## config.mk

```make
export PLATFORM = sky130hd
export DESIGN_NAME = auxbank_sel
export DESIGN_NICKNAME = d
export VERILOG_FILES = /design/src/rtl/auxbank_pkg.sv /design/src/rtl/auxbank_flags.sv /design/src/rtl/auxbank_steer.sv /design/src/rtl/auxbank_rdmux.sv /design/src/rtl/auxbank_sel.sv
export SDC_FILE = /design/constraint.sdc
export NUM_CORES = 1
export LEC_CHECK = 0
export ABC_CLOCK_PERIOD_IN_PS = 2440
export BUFFER_PORTS_ARGS = -buffer_cell sky130_fd_sc_hd__clkbuf_2
export CAP_MARGIN = 20
export CORE_MARGIN = 10
export CORE_UTILIZATION = 39
export CTS_CLUSTER_SIZE = 14
export DETAILED_ROUTE_END_ITERATION = 8
export GPL_TIMING_DRIVEN = 1
export PLACE_DENSITY_LB_ADDON = 0.25
export SYNTH_ARGS = -nofsm -noshare
export SYNTH_HDL_FRONTEND = slang
export SYNTH_SLANG_ARGS = --single-unit
```

## constraint.sdc

```tcl
create_clock -name clk -period 2.44 [get_ports clk]
set_input_delay 0.488 -clock clk [delete_from_list [all_inputs] [get_ports clk]]
set_output_delay 0.488 -clock clk [all_outputs]
set_load 0.02 [all_outputs]
```

## src/rtl/auxbank_pkg.sv

```systemverilog
package auxbank_pkg;
  typedef struct packed {
    logic store80;
    logic rd_aux;
    logic wr_aux;
    logic text;
    logic mixed;
    logic page2;
    logic hires;
    logic dhires;
    logic iodis;
  } sw_flags_t;
endpackage

```

## src/rtl/auxbank_flags.sv

```systemverilog
module auxbank_flags
  import auxbank_pkg::*;
#(
  parameter int          AW      = 16,
  parameter logic [AW-9:0] IO_PAGE = 'hC0
) (
  input  logic          clk,
  input  logic          rst,
  input  logic          acc_en,
  input  logic          acc_we,
  input  logic [AW-1:0] acc_addr,
  output sw_flags_t     flags
);
  sw_flags_t nxt;
  logic      in_io;
  logic      b0;

  assign in_io = (acc_addr[AW-1:8] == IO_PAGE);
  assign b0    = acc_addr[0];

  always_comb begin
    nxt = flags;
    if (acc_en && in_io) begin
      case (acc_addr[7:1])
        7'h00: if (acc_we) nxt.store80 = b0;
        7'h01: if (acc_we) nxt.rd_aux  = b0;
        7'h02: if (acc_we) nxt.wr_aux  = b0;
        7'h28: if (acc_we) nxt.text    = b0;
        7'h29: if (acc_we) nxt.mixed   = b0;
        7'h2A: nxt.page2 = b0;
        7'h2B: nxt.hires = b0;
        7'h2F: if (acc_we) nxt.dhires  = ~b0;
        7'h3F: if (acc_we) nxt.iodis   = ~b0;
        default: ;
      endcase
    end
  end

  always_ff @(posedge clk) begin
    if (rst) flags <= '0;
    else     flags <= nxt;
  end
endmodule

```

## src/rtl/auxbank_steer.sv

```systemverilog
module auxbank_steer
  import auxbank_pkg::*;
#(
  parameter int            AW     = 16,
  parameter logic [AW-1:0] GEN_LO = 'h0200,
  parameter logic [AW-1:0] GEN_HI = 'hBFFF,
  parameter logic [AW-1:0] TXT_LO = 'h0400,
  parameter logic [AW-1:0] TXT_HI = 'h07FF,
  parameter logic [AW-1:0] HGR_LO = 'h2000,
  parameter logic [AW-1:0] HGR_HI = 'h3FFF
) (
  input  sw_flags_t     flags,
  input  logic [AW-1:0] acc_addr,
  input  logic          acc_we,
  output logic          aux_sel
);
  logic in_gen, in_disp, dir_bank;

  assign in_gen   = (acc_addr >= GEN_LO) && (acc_addr <= GEN_HI);
  assign in_disp  = ((acc_addr >= TXT_LO) && (acc_addr <= TXT_HI)) ||
                    ((acc_addr >= HGR_LO) && (acc_addr <= HGR_HI));
  assign dir_bank = acc_we ? flags.wr_aux : flags.rd_aux;

  always_comb begin
    if (!in_gen)                       aux_sel = 1'b0;
    else if (in_disp && flags.store80) aux_sel = flags.page2;
    else                               aux_sel = dir_bank;
  end
endmodule

```

## src/rtl/auxbank_rdmux.sv

```systemverilog
module auxbank_rdmux
  import auxbank_pkg::*;
#(
  parameter int            AW      = 16,
  parameter int            DW      = 8,
  parameter int            LINE_W  = 3,
  parameter int            LINE_SH = 10,
  parameter logic [AW-1:0] PG_BIT  = 'h4000,
  parameter logic [DW-1:0] CASS_ID = 'h5A
) (
  input  sw_flags_t         flags,
  input  logic [AW-1:0]     acc_addr,
  input  logic [1:0]        btn,
  input  logic [AW-1:0]     vid_base,
  input  logic [LINE_W-1:0] vid_line,
  input  logic [DW-1:0]     float_byte,
  output logic [DW-1:0]     rdata,
  output logic [AW-1:0]     float_addr
);
  localparam int PAD = DW - 1;
  logic [AW-1:0] line_term;

  assign line_term  = AW'(vid_line) << LINE_SH;
  assign float_addr = vid_base | line_term |
                      ((flags.page2 && !flags.store80) ? PG_BIT : '0);

  always_comb begin
    case (acc_addr[7:0])
      8'h13:   rdata = {flags.rd_aux,  PAD'(0)};
      8'h14:   rdata = {flags.wr_aux,  PAD'(0)};
      8'h18:   rdata = {flags.store80, PAD'(0)};
      8'h1A:   rdata = {flags.text,    PAD'(0)};
      8'h1B:   rdata = {flags.mixed,   PAD'(0)};
      8'h1C:   rdata = {flags.page2,   PAD'(0)};
      8'h1D:   rdata = {flags.hires,   PAD'(0)};
      8'h7E:   rdata = {flags.iodis,   PAD'(0)};
      8'h7F:   rdata = {flags.dhires,  PAD'(0)};
      8'h60:   rdata = CASS_ID;
      8'h61:   rdata = {btn[0],        PAD'(0)};
      8'h62:   rdata = {btn[1],        PAD'(0)};
      default: rdata = float_byte;
    endcase
  end
endmodule

```

## src/rtl/auxbank_sel.sv

```systemverilog
module auxbank_sel
  import auxbank_pkg::*;
#(
  parameter int AW     = 16,
  parameter int DW     = 8,
  parameter int LINE_W = 3
) (
  input  logic              clk,
  input  logic              rst,
  input  logic              acc_en,
  input  logic              acc_we,
  input  logic [AW-1:0]     acc_addr,
  input  logic [1:0]        btn,
  input  logic [AW-1:0]     vid_base,
  input  logic [LINE_W-1:0] vid_line,
  input  logic [DW-1:0]     float_byte,
  output logic              aux_sel,
  output logic              io_hit,
  output logic [DW-1:0]     io_rdata,
  output logic [AW-1:0]     float_addr,
  output logic              mode_text,
  output logic              mode_mixed,
  output logic              mode_page2,
  output logic              mode_hires,
  output logic              mode_dhires
);
  localparam logic [AW-9:0] IO_PAGE = (AW-8)'('hC0);
  sw_flags_t sw;

  auxbank_flags #(.AW(AW), .IO_PAGE(IO_PAGE)) u_flags (
    .clk(clk), .rst(rst), .acc_en(acc_en), .acc_we(acc_we),
    .acc_addr(acc_addr), .flags(sw)
  );

  auxbank_steer #(.AW(AW)) u_steer (
    .flags(sw), .acc_addr(acc_addr), .acc_we(acc_we), .aux_sel(aux_sel)
  );

  auxbank_rdmux #(.AW(AW), .DW(DW), .LINE_W(LINE_W)) u_rdmux (
    .flags(sw), .acc_addr(acc_addr), .btn(btn), .vid_base(vid_base),
    .vid_line(vid_line), .float_byte(float_byte), .rdata(io_rdata),
    .float_addr(float_addr)
  );

  assign io_hit      = acc_en && (acc_addr[AW-1:8] == IO_PAGE) && !acc_addr[7];
  assign mode_text   = sw.text;
  assign mode_mixed  = sw.mixed;
  assign mode_page2  = sw.page2;
  assign mode_hires  = sw.hires;
  assign mode_dhires = sw.dhires;
endmodule

```

==> impl_metrics.yaml <==
status:
  status: "finished clean"
routing:
  postRouteWirelength_mm: 3.21
  drc: 0
  drt-wirelength-per-cell_um: 15.4
  drtAntennaViolNets: 0
  viasPerCell: 5.35
  dr_total_vias: 1113
  first_pass_iters: 4
  drt-initial-drc-count: 47
die:
  die_y_um: 70.5
  coreArea_sq_um: 2450
  rows: 18
  die_area_sq_um: 4970
  start_util_pct: 40.5
  die_w_um: 70.5
  ioPinCount: 80
clock_network:
  hold_buffers: 0
  cts_sinks: 9
  tritoncts: "built"
  cts_root_buf: "clkbuf_4"
  path_clk_slew_ns: 0.06
  cts_htree_levels: 1
  numCtsBuffers: 3
  clk_latency_ns: 0.26
  clk_path_buf_depth: 2
synth:
  synth_warnings: 0
  synth_cell_types: 44
  synthFlopType: "dfxtp_1"
  async_reset_ff_share_pct: 0
  synth_seq_cells: 9
  ys_seq_area_share_pct: 18.1
  syn_inst: 123
  synth.avg_cell_area_sq_um: 8.09
  syn-num-nets: 172
  syn_area_sq_um: 995
  synth_edf_count: 0
finish:
  top_register: "u_flags.flags"
  largest_reg_flops: 9
  fill_cells: 246
  synthToLayoutAreaGrowth_pct: 40.1
  fin_nets: 228
  drive_gt1_share_pct: 47.2
  final_core_util_pct: 56.8
  reg_top3: "u_flags.flags x9"
  n_antenna_cell: 0
global_routing:
  grt_pass1_wl_mm: 5.04
  antenna_found_initial: 0
  grt-ovfl-total: 0
  grt_max_degree: 14
  track_usage_pct: 11.7
  grt_pass1_vias: 1142
critical_path:
  start_kind: "primary input"
  required_ns: 1.95
  crit_type: "primary input to output port"
  cp_max_fo: 7
  critPathArrivalTime_ns: 1.91
  cp-end-kind: "output port"
timing:
  max_slew_margin_pct: 70.0
  fin_worst_skew_ns: 0
  worst_pin_slew_ns: 0.447
  fin_crit_ns: 2.39
  fmax_mhz: 418
  slew_viol_final: 0
  finalHoldViolCount: 0
  setup_viol: 0
  finalCritPeriodShare_pct: 98.1
  rsz0062_at_grt: "true"
power_and_ir_drop:
  p_leak_nw: 0.714
  p_total_mw: 0.410
  vdd_drop_max_v: 0.000299
  pwr_density_cell_nw_per_um2: 294
placement:
  hpwl_mm: 2.78
  port_buffers: 55
  routabilityCongestion: 0.834
hold_path:
  hold_class: "register to register"
flow_run:
  maxCapViolCount: 0
[area by class of cell]
cell class | count | area [sq um] | share of cell area [%]
multi-input cells | 91 | 686 | 49.2
repair buffers | 69 | 445 | 32.0
clock buffers | 4 | 26.3 | 1.89
flip-flops and latches | 9 | 180 | 12.9
well taps | 30 | 37.5 | 2.69
inverters | 5 | 18.8 | 1.35
[per-stage QoR]
stage | setup slack [ns] | hold WS (ns) | std cells | TNS, ns | cell area (sq um)
floorplan | 0.123 | 0.481 | 123 | 0 | 995
global placement | 0.0125 | 0.506 | 204 | 0 | 1290
detailed placement | -0.0295 | 0.512 | 204 | -0.156 | 1290
CTS | 0.00270 | 0.517 | 208 | 0 | 1320
global route | -0.0177 | 0.534 | 208 | -0.0652 | 1390
finish | 0.0460 | 0.515 | 208 | 0 | 1390
[critical path, cell delays in order]
cell and delay [ns]:
buf_6 0.09, nand3b_1 0.18, or4_4 0.47, a21oi_4 0.16, a311oi_4 0.06, buf_6 0.15
a21o_1 0.18, buf_6 0.13
[Yosys cell counts (2+ instances only)]
master / instances / area, sq um
nor2_1: 13 / 48.8
buf_4: 12 / 90.1
mux2i_1: 10 / 100
dfxtp_1: 9 / 180
nand3_1: 6 / 30.0
a21o_1: 5 / 37.5
a21oi_1: 5 / 25.0
inv_1: 5 / 18.8
and2_1: 4 / 25.0
buf_2: 4 / 20.0
nand2_1: 4 / 15.0
nand4_1: 4 / 25.0
nand2b_1: 3 / 18.8
nor3_1: 3 / 15.0
or2_2: 3 / 18.8
and4_1: 2 / 17.5
nor2b_1: 2 / 12.5
o21ai_0: 2 / 10.0
or4_4: 2 / 22.5
[power by group]
part	leakage [nW]	switching [mW]	total (mW)	internal, mW
sequential	0.0724	0.00000137	0.147	0.147
combinational	0.626	0.0742	0.151	0.0764
clock	0.0150	0.0500	0.113	0.0629
[logic make-up (layout without fill, tap and decap cells)]
group	Yosys count	in the layout	synth area share (%)
multiplexers	12	12	12.7
AO/OA/AOI/OAI	24	24	20.0
flip-flops	9	9	18.1
buffers and inverters	23	78	13.7
AND/OR/NAND/NOR	55	55	35.5
[repair_timing]
item                       in CTS  in global routing
buffers inserted                0                  0
pin swaps                       2                  0
gates cloned                    0                  0
setup endpoints to repair       8                  8
resized for setup               1                 31
[metal layers]
| layer | global-route usage (%) | up-vias | share of wire (%) |
|---|---|---|---|
| met1 | 12.5 | 508 | 37 |
| met2 | 21.2 | 46 | 53 |
| met4 | 3.29 | 0 | 0.97 |
| li1 | - | 555 | - |
| met3 | 4.10 | 4 | 9.1 |
| met5 | 0 | - | 0 |
[placed cells by master (no fill, tap or decap), types with 3 or more instances in the layout]
master and n:
nand3_1 6, nand2_1 4, buf_6 10, buf_4 13
mux2i_1 10, or2_2 3, and2_1 4, dfxtp_1 9
nor3_1 3, clkbuf_2 42, inv_1 5, a21oi_1 5
a21o_1 5, nor2_1 13, clkbuf_4 5, nand4_1 4
[final timing paths]
check / startpoint / to / slack [ns] / cells past startpoint
setup / recovery: acc_addr[7] / io_rdata[4] / 0.05 / 8
setup reg to reg: u_flags.flags[0] / u_flags.flags[0] / 1.74 / 2
hold / removal: u_flags.flags[0] / u_flags.flags[0] / 0.51 / 2
hold reg to reg: u_flags.flags[0] / u_flags.flags[0] / 0.51 / 2
(Power assumes the default switching activity.)
